--- src/rtl/pacer_pkg.sv ---
package pacer_pkg;
  localparam int unsigned NUM_CNT = 3;
  localparam int unsigned IDX_IN  = 0;
  localparam int unsigned IDX_OUT = 1;
  localparam int unsigned IDX_PRE = 2;

  typedef enum logic [1:0] {
    SRC_BASE  = 2'd0,
    SRC_PRESC = 2'd1
  } step_src_e;
endpackage

--- src/rtl/pacer_down_counter.sv ---
module pacer_down_counter #(
  parameter int unsigned CNT_W = 16
) (
  input  logic             clk,
  input  logic             rst_n,
  input  logic             load,
  input  logic [CNT_W-1:0] load_val,
  input  logic             step,
  output logic             tick
);
  localparam logic [CNT_W-1:0] ONE = {{(CNT_W-1){1'b0}}, 1'b1};

  logic [CNT_W-1:0] div_q, div_d;
  logic [CNT_W-1:0] cnt_q, cnt_d;
  logic             at_zero;

  // cnt holds remaining steps minus one; a zero divisor wraps to all ones,
  // which yields a full 2^CNT_W period
  assign at_zero = (cnt_q == '0);
  assign tick    = step & at_zero & ~load;

  always_comb begin
    div_d = div_q;
    cnt_d = cnt_q;
    if (load) begin
      div_d = load_val;
      cnt_d = load_val - ONE;
    end else if (step) begin
      if (at_zero) cnt_d = div_q - ONE;
      else         cnt_d = cnt_q - ONE;
    end
  end

  always_ff @(posedge clk or negedge rst_n) begin
    if (!rst_n) begin
      div_q <= '0;
      cnt_q <= '1;
    end else begin
      div_q <= div_d;
      cnt_q <= cnt_d;
    end
  end
endmodule

--- src/rtl/pacer_step_sel.sv ---
module pacer_step_sel (
  input  logic base_en,
  input  logic presc_tick,
  input  logic use_presc,
  output logic step
);
  import pacer_pkg::*;

  step_src_e src;

  assign src = use_presc ? SRC_PRESC : SRC_BASE;

  always_comb begin
    unique case (src)
      SRC_PRESC: step = presc_tick;
      default:   step = base_en;
    endcase
  end
endmodule

--- src/rtl/pacer_irq_bank.sv ---
module pacer_irq_bank #(
  parameter int unsigned N = 3
) (
  input  logic         clk,
  input  logic         rst_n,
  input  logic [N-1:0] ev,
  input  logic [N-1:0] en,
  input  logic [N-1:0] clr,
  output logic [N-1:0] pend,
  output logic         any
);
  logic [N-1:0] pend_q, pend_d;

  genvar g;
  generate
    for (g = 0; g < N; g++) begin : g_flag
      always_comb begin
        pend_d[g] = pend_q[g];
        if (clr[g])          pend_d[g] = 1'b0;
        if (ev[g] && en[g])  pend_d[g] = 1'b1;
      end
    end
  endgenerate

  always_ff @(posedge clk or negedge rst_n) begin
    if (!rst_n) pend_q <= '0;
    else        pend_q <= pend_d;
  end

  assign pend = pend_q;
  assign any  = |pend_q;
endmodule

--- src/rtl/dual_pacer_gen.sv ---
module dual_pacer_gen #(
  parameter int unsigned CNT_W = 16
) (
  input  logic                             clk,
  input  logic                             rst_n,
  input  logic                             base_en,
  input  logic [pacer_pkg::NUM_CNT-1:0]    div_wr,
  input  logic [pacer_pkg::NUM_CNT*CNT_W-1:0] div_data,
  input  logic                             casc_in,
  input  logic                             casc_out,
  input  logic [pacer_pkg::NUM_CNT-1:0]    irq_en,
  input  logic [pacer_pkg::NUM_CNT-1:0]    irq_clr,
  output logic                             in_tick,
  output logic                             out_tick,
  output logic                             pre_tick,
  output logic [pacer_pkg::NUM_CNT-1:0]    irq_pend,
  output logic                             irq
);
  import pacer_pkg::*;

  localparam int unsigned NPACE = 2;

  logic             presc_tick;
  logic [NPACE-1:0] pace_tick;
  logic [NPACE-1:0] pace_step;
  logic [NPACE-1:0] pace_casc;

  assign pace_casc[IDX_IN]  = casc_in;
  assign pace_casc[IDX_OUT] = casc_out;

  pacer_down_counter #(.CNT_W(CNT_W)) u_presc (
    .clk      (clk),
    .rst_n    (rst_n),
    .load     (div_wr[IDX_PRE]),
    .load_val (div_data[IDX_PRE*CNT_W +: CNT_W]),
    .step     (base_en),
    .tick     (presc_tick)
  );

  genvar g;
  generate
    for (g = 0; g < NPACE; g++) begin : g_pace
      pacer_step_sel u_sel (
        .base_en    (base_en),
        .presc_tick (presc_tick),
        .use_presc  (pace_casc[g]),
        .step       (pace_step[g])
      );
      pacer_down_counter #(.CNT_W(CNT_W)) u_cnt (
        .clk      (clk),
        .rst_n    (rst_n),
        .load     (div_wr[g]),
        .load_val (div_data[g*CNT_W +: CNT_W]),
        .step     (pace_step[g]),
        .tick     (pace_tick[g])
      );
    end
  endgenerate

  assign in_tick  = pace_tick[IDX_IN];
  assign out_tick = pace_tick[IDX_OUT];
  assign pre_tick = presc_tick;

  pacer_irq_bank #(.N(NUM_CNT)) u_irq (
    .clk   (clk),
    .rst_n (rst_n),
    .ev    ({presc_tick, pace_tick[IDX_OUT], pace_tick[IDX_IN]}),
    .en    (irq_en),
    .clr   (irq_clr),
    .pend  (irq_pend),
    .any   (irq)
  );
endmodule

--- config.mk ---
export PLATFORM = sky130hd
export DESIGN_NAME = dual_pacer_gen
export DESIGN_NICKNAME = d
export VERILOG_FILES = /design/src/rtl/pacer_pkg.sv /design/src/rtl/pacer_down_counter.sv /design/src/rtl/pacer_step_sel.sv /design/src/rtl/pacer_irq_bank.sv /design/src/rtl/dual_pacer_gen.sv
export SDC_FILE = /design/constraint.sdc
export NUM_CORES = 1
export LEC_CHECK = 0
export BUFFER_PORTS_ARGS = -buffer_cell sky130_fd_sc_hd__buf_2
export CAP_MARGIN = 40
export CORE_ASPECT_RATIO = 0.9
export CORE_MARGIN = 5
export CORE_UTILIZATION = 55
export CTS_BUF_LIST = sky130_fd_sc_hd__clkbuf_2 sky130_fd_sc_hd__clkbuf_4 sky130_fd_sc_hd__clkbuf_8
export CTS_CLUSTER_SIZE = 28
export DETAILED_ROUTE_END_ITERATION = 10
export HOLD_SLACK_MARGIN = 0.06
export PLACE_DENSITY_LB_ADDON = 0.12
export SLEW_MARGIN = 30
export SYNTH_ARGS = -nofsm -noshare
export SYNTH_HDL_FRONTEND = slang
export SYNTH_SLANG_ARGS = --single-unit
--- constraint.sdc ---
create_clock -name clk -period 4.2 [get_ports clk]
set_clock_uncertainty 0.15 [all_clocks]
set_input_delay 0.21 -clock clk [delete_from_list [all_inputs] [get_ports clk]]
set_output_delay 0.21 -clock clk [all_outputs]
set_load 0.02 [all_outputs]
==> flow_metrics.tcl, run 1 <==
set metrics [dict create \
    placement.cell_area_um2 6190 \
    antenna_found_initial 0 \
    worst-path-max-fanout 6 \
    hold_viol_final 0 \
    ir_worst_vdd_uv 330 \
    maxCapViolCount 0 \
    cts.htree.levels 3 \
    p_sw_frac 0.290 \
    cts_inserted_buffers 9 \
    slew_viol_final 0 \
    power_frac_comb 0.203 \
    p_int_mw 1.72 \
    post_cts_buffers 0 \
    grt_max_degree 62 \
    viasPerCell 5.84 \
    nets 850 \
    grt_use_total 0.243 \
    fin_ws_ps 922 \
    crit_arrival_ps 2920 \
    slowest_stage "nor4_1" \
    worstMarginPinSlew_ps 644 \
    start_util 0.561 \
    wl_per_cell_um 16.1 \
    fin_crit_sh 0.781 \
    cts_sinks 99 \
    p_seq_frac 0.511 \
    hold_slack_ps 106 \
    placementRows 35 \
    ff2ff_path_depth 10 \
    p_switching_mw 0.702 \
    endpoint_kind "primary output" \
    synth_xor_area_frac 0.0428 \
    fin_util 0.686 \
    yosys_register_bits 99 \
    drc 0 \
    synthFlopType "dfrtp_1" \
    path_cells "nor4_1, nand4_1, o21ai_0, nand2_1, nor3_1, buf_2" \
    yosys.area_share.simple 0.184 \
    core_area_um2 10200 \
    grt_pass1_vias 5325 \
    clockBufferDepth 2 \
    drive_gt1_frac 0.222 \
    synthesis.instances 673 \
    dp_slack_ps 886 \
    path_buf_inv 1 \
    muxShareOfSynthArea 0.0369 \
    regToRegSetupSlack_ps 960 \
    cp-start-kind "flop" \
    insertion_delay_ps 380 \
    drt-total-wl_mm 14.8 \
    setup_viol 0 \
    clk_pin_slew_worst_paths_ps 90 \
    cp.required_ps 3840 \
    post-dp-hpwl_mm 10.3 \
    cts_tree "built" \
    area_growth_pct 22.2 \
    rsz0062_at_grt "false" \
    drt-pass1-iter-count 6 \
    io_buffers 68 \
    max_freq_mhz 305 \
    slew_headroom 0.571 \
    via_count 5363 \
    synth_compound_area_frac 0.232 \
    crit_family "simple AND/OR/NAND/NOR gates" \
    n_fill_cell 833 \
    yosysSeqAreaShare 0.443 \
    synth_edf_count 0 \
    gp_congestion 0.925 \
    synth-adder-area-share 0.00655 \
    leakage_nw 2.95 \
    fin_crit_ps 3280 \
    ys_warn_count 0 \
    fp.dieW_um 118 \
    cts_root_buffer "clkbuf_8" \
    hold_path.class "input port to asynchronous set/reset pin" \
    dieHeight_um 107 \
    yosysUniqueCellTypes 63 \
    async_flop_share 1.00 \
    drtIter0Drc 431 \
    pwr_density_cell_nw_per_um2 346 \
    grt_pass1_wl_mm 25.2 \
    final_area_um2 7000 \
    n_antenna_cell 0 \
    max_stage_delay_ps 540 \
    num_io_pins 69 \
    syn_area_um2 5730 \
    crit_cells 6 \
    syn_nets 738 \
    clockPowerShare 0.286 \
    worstSetupPathType "flop to primary output" \
    status "completed" \
    grt_overflow 0 \
    fin_setup_tns_ps 0 \
    synth_top_family_by_area "compound AO/OA/AOI/OAI gates" \
    avgSynthCellArea_um2 8.51 \
    dieArea_um2 12600 \
    antenna_left 0 \
]
-- cell type report --
type | count | area [um2] | share of cell area
inverter | 49 | 184 | 0.0263
clock inverter | 5 | 75.1 | 0.0107
tap | 129 | 161 | 0.0231
sequential | 99 | 2540 | 0.363
clock buffer | 11 | 151 | 0.0216
timing repair buffer | 133 | 1010 | 0.144
multi-input combinational | 493 | 2880 | 0.411
-- power by group through the flow --
stage	Sequential, mW	Combinational (mW)	Clock [mW]
floorplan	1.21	0.321	0
global placement	1.24	0.428	0
detailed placement	1.25	0.446	0
CTS	1.23	0.486	0.710
global route	1.25	0.559	0.749
finish	1.24	0.491	0.691
-- routing by layer --
metal	track usage	part of all wire	vias up
met1	0.322	0.45	2512
met2	0.396	0.47	194
met5	0	0	-
li1	-	-	2623
met3	0.0591	0.056	34
met4	0.0745	0.022	0
-- stage by stage --
step                      power [mW]  cells
final                           2.42    919
after global placement          1.67    845
after global routing            2.56    919
after floorplan                 1.53    673
after detailed placement        1.69    847
after CTS                       2.43    918
-- path summary, 6_finish.rpt --
path / startpoint / to
min in group clk: base_en / u_presc.cnt_q[4]
worst min-delay path: rst_n / u_irq.pend[0]
worst max register to register: u_presc.cnt_q[1] / u_presc.cnt_q[12]
max in group asynchronous: rst_n / u_presc.cnt_q[14]
worst max-delay path: u_presc.cnt_q[1] / in_tick
worst min register to register: g_pace[0].u_cnt.div_q[13] / g_pace[0].u_cnt.div_q[13]
-- state kept, by name (all words and copies together), names as in the netlist --
signal and flops:
g_pace.u_cnt.cnt_q 32, g_pace.u_cnt.div_q 32, u_presc.cnt_q 16, u_presc.div_q 16, u_irq.pend 3
-- cells in the final DEF, fill, tap and decap left out, types with 6 or more instances in the layout --
cell and instances:
or3_1 11, nor4_1 17, buf_2 67, a21oi_1 59, nor3_1 15, a31oi_1 14, dfstp_2 48, nand3_1 6
dfrtp_1 51, buf_4 9, clkbuf_8 11, mux2_2 17, xor2_1 13, inv_1 48, nor2_1 47, xnor2_1 15
nand2_1 83, or2_2 6, dlygate4sd3_1 55, o21ai_0 96
-- what timing repair did --
action / 4_1_cts / 5_1_grt
endpoints found under the hold margin: 95 / 0
gates resized for setup: 0 / 0
hold buffers: 55 / 0
-- logic make-up (layout without fill, tap and decap cells) --
| kind of cell | Yosys count | count (layout) |
|---|---|---|
| AO/OA/AOI/OAI | 225 | 225 |
| multiplexers | 19 | 19 |
| buffers and inverters | 81 | 198 |
| adder cells (fa/ha/maj) | 3 | 3 |
| AND/OR/NAND/NOR | 218 | 218 |
| XOR/XNOR | 28 | 28 |
| flip-flops | 99 | 99 |
-- Yosys cell counts, drive strengths merged (4+ instances only) --
| cell type | count | share of area |
|---|---|---|
| buf | 6 | 0.0055 |
| nor2 | 48 | 0.031 |
| o221ai | 4 | 0.0061 |
| mux2 | 17 | 0.033 |
| nor4 | 17 | 0.019 |
| nand2 | 83 | 0.054 |
| nand3 | 7 | 0.0070 |
| dfstp | 48 | 0.22 |
| xnor2 | 15 | 0.023 |
| o21ai | 98 | 0.086 |
| inv | 48 | 0.031 |
| a31oi | 14 | 0.015 |
| a211o | 4 | 0.0076 |
| clkbuf | 26 | 0.017 |
| dfrtp | 51 | 0.22 |
| a21o | 5 | 0.0066 |
| a21oi | 59 | 0.052 |
| nand2b | 4 | 0.0044 |
| or2 | 6 | 0.0066 |
| or3 | 11 | 0.012 |
| nand4 | 5 | 0.0055 |
| nor3 | 15 | 0.013 |
| a22oi | 4 | 0.0052 |
| and4 | 4 | 0.0061 |
| o21a | 5 | 0.0066 |
| or3b | 4 | 0.0061 |
| xor2 | 13 | 0.020 |
| a211oi | 4 | 0.0052 |
No activity file was read; power rests on OpenSTA's default activity.
==> run 2: changes to the inputs <==
==> constraint.sdc (replaced) <==
create_clock -name clk -period 2.83 [get_ports clk]
set_clock_uncertainty 0.15 [all_clocks]
set_input_delay 0.1415 -clock clk [delete_from_list [all_inputs] [get_ports clk]]
set_output_delay 0.1415 -clock clk [all_outputs]
set_load 0.02 [all_outputs]
==> run 2 against run 1 <==
Routed wire length increased by 11%. Count of clock-buffer cells in the layout decreased by 1. Non-clock buffer count increased by 47. Sequential power increased by 51%. Final cell count increased by 5.1%. Core utilization increased by 5.6 points. Critical endpoint is now u_presc.cnt_q[15]. Highest routed layer unchanged.
==> flow_metrics.tcl, run 2 (same netlist as run 1, synthesis figures left out) <==
set metrics [dict create \
    antenna_left 0 \
    drc 0 \
    cp-start-kind "flop" \
    cp.required_ps 2980 \
    start_util 0.561 \
    placement.cell_area_um2 6460 \
    ir_worst_vdd_uv 454 \
    fin_util 0.742 \
    io_buffers 68 \
    final-seq-area_um2 2540 \
    final_common_cell "o21ai_0" \
    fin_setup_tns_ps 0 \
    n_fill_cell 770 \
    setup_viol 0 \
    hold_depth 2 \
    clk_pin_slew_worst_paths_ps 100 \
    endpoint_kind "flop" \
    clockBufferDepth 2 \
    timing.rr.end "u_presc.cnt_q[15]" \
    status "completed" \
    hold-path-endpoint "u_presc.div_q[2]" \
    multi_input_area_um2 3060 \
    slew_viol_final 0 \
    drtIter0Drc 611 \
    grt_pass1_vias 5688 \
    grt_overflow 0 \
    layout_common_cells "92 x o21ai_0, 83 x nand2_1, 67 x buf_2" \
    drt-total-wl_mm 16.3 \
    pwr_density_cell_nw_per_um2 516 \
    dieArea_um2 12600 \
    gp_congestion 0.947 \
    drive_gt1_frac 0.283 \
    wl_per_cell_um 16.9 \
    core_area_um2 10200 \
    reg_top3 "g_pace.u_cnt.cnt_q (32), g_pace.u_cnt.div_q (32)" \
    hold_slack_ps 102 \
    via_count 5642 \
    fin_crit_ps 2780 \
    hold_path.class "input port to flop" \
    leakage_nw 3.20 \
    drt-pass1-iter-count 6 \
    hold_start "div_wr[2]" \
    regToRegSetupSlack_ps 50 \
    insertion_delay_ps 380 \
    worst-path-max-fanout 6 \
    fp.dieW_um 118 \
    nets 897 \
    cts_sinks 99 \
    fin_crit_sh 0.983 \
    maxCapViolCount 0 \
    viasPerCell 5.84 \
    area_growth_pct 32.1 \
    num_io_pins 69 \
    grt_max_degree 53 \
    p_total_mw 3.90 \
    worstSetupPathType "flop to flop" \
    grt_use_total 0.261 \
    cts_tree "built" \
    slowest_stage "dfstp_2" \
    max_stage_delay_ps 620 \
    hold_viol_final 0 \
    crit_arrival_ps 2930 \
    path_cells "nor4_4, and4_4, a211o_4, a222oi_1, buf_4, nand3_2, or4_1, a31oi_1" \
    max_freq_mhz 359 \
    r2r-start "u_presc.cnt_q[7]" \
    cts_inserted_buffers 9 \
    worstMarginPinSlew_ps 757 \
    placementRows 35 \
    n_antenna_cell 0 \
    final_area_um2 7570 \
    post-dp-hpwl_mm 11.1 \
    grt_pass1_wl_mm 27.4 \
    slew_headroom 0.495 \
    ff2ff_path_depth 8 \
    antenna_found_initial 0 \
    cts.htree.levels 3 \
    dieHeight_um 107 \
    cts_root_buffer "clkbuf_8" \
]
==> run 2: cell count changes in the layout (fill, tap and decap cells not counted), moves of 3 or more <==
cell / delta
ha_2: +3
o21ai_0: -4
nor4_2: +3
a21oi_1: -3
ha_1: -3
o21ai_1: +4
dlygate4sd3_1: +9
a21oi_2: +3
nor4_4: +4
nor4_1: -7
buf_4: +39
==> run 2: how the worst max path moves through the flow <==
| stage | start | end | slack, ps | cells past startpoint |
|---|---|---|---|---|
| finish | u_presc.cnt_q[7] | u_presc.cnt_q[15] | 50 | 8 |
| detailed placement | u_presc.cnt_q[7] | u_presc.cnt_q[12] | 20 | 10 |
| global placement | g_pace[0].u_cnt.cnt_q[9] | g_pace[0].u_cnt.cnt_q[12] | 70 | 12 |
| global route | u_presc.cnt_q[5] | u_irq.pend[1] | -30 | 7 |
| CTS | g_pace[0].u_cnt.cnt_q[4] | g_pace[0].u_cnt.cnt_q[12] | 4 | 12 |
| floorplan | g_pace[1].u_cnt.cnt_q[5] | g_pace[1].u_cnt.cnt_q[12] | 4 | 15 |
==> run 2: through the flow <==
| step | setup slack [ps] | instances |
|---|---|---|
| final | 47.1 | 966 |
| after global routing | -25.7 | 966 |
| after CTS | 3.76 | 959 |
| after detailed placement | 15.6 | 876 |
| after global placement | 73.3 | 876 |
| after floorplan | 3.82 | 673 |
==> run 2: area by class of cell <==
cell class,instances,area share
Multi-Input combinational cell,493,0.404
Sequential cell,99,0.335
Timing Repair Buffer,180,0.179
Inverter,49,0.0243
Tap cell,129,0.0213
Clock buffer,10,0.0182
Clock inverter,6,0.0177
==> run 2: critical path, delay by kind of cell, from the launching register on <==
kind                   cells  cell delay [ps]
AOI/OAI and AO/OA          3              830
DFF                        1              620
and+or+nand+nor            4              930
buffers and inverters      1              180
==> run 2: timing repair <==
action | CTS | global route
pin swaps | 3 | 12
setup buffers | 3 | 6
setup endpoints to repair | 5 | 20
hold buffers | 64 | 0
gates resized for setup | 4 | 21
gates cloned | 0 | 0
hold endpoints to repair | 111 | 0
==> run 2: power by group <==
part / internal (mW) / switching (mW) / total, mW
Sequential: 1.68 / 0.190 / 1.87
Combinational: 0.389 / 0.438 / 0.827
Clock: 0.702 / 0.506 / 1.21
==> run 2: metal layers <==
layer	vias up	global-route usage	wire length, um
li1	2711	-	-
met5	-	0	0
met2	217	0.435	7980
met3	28	0.0559	900
met1	2686	0.347	7220
met4	0	0.0721	238
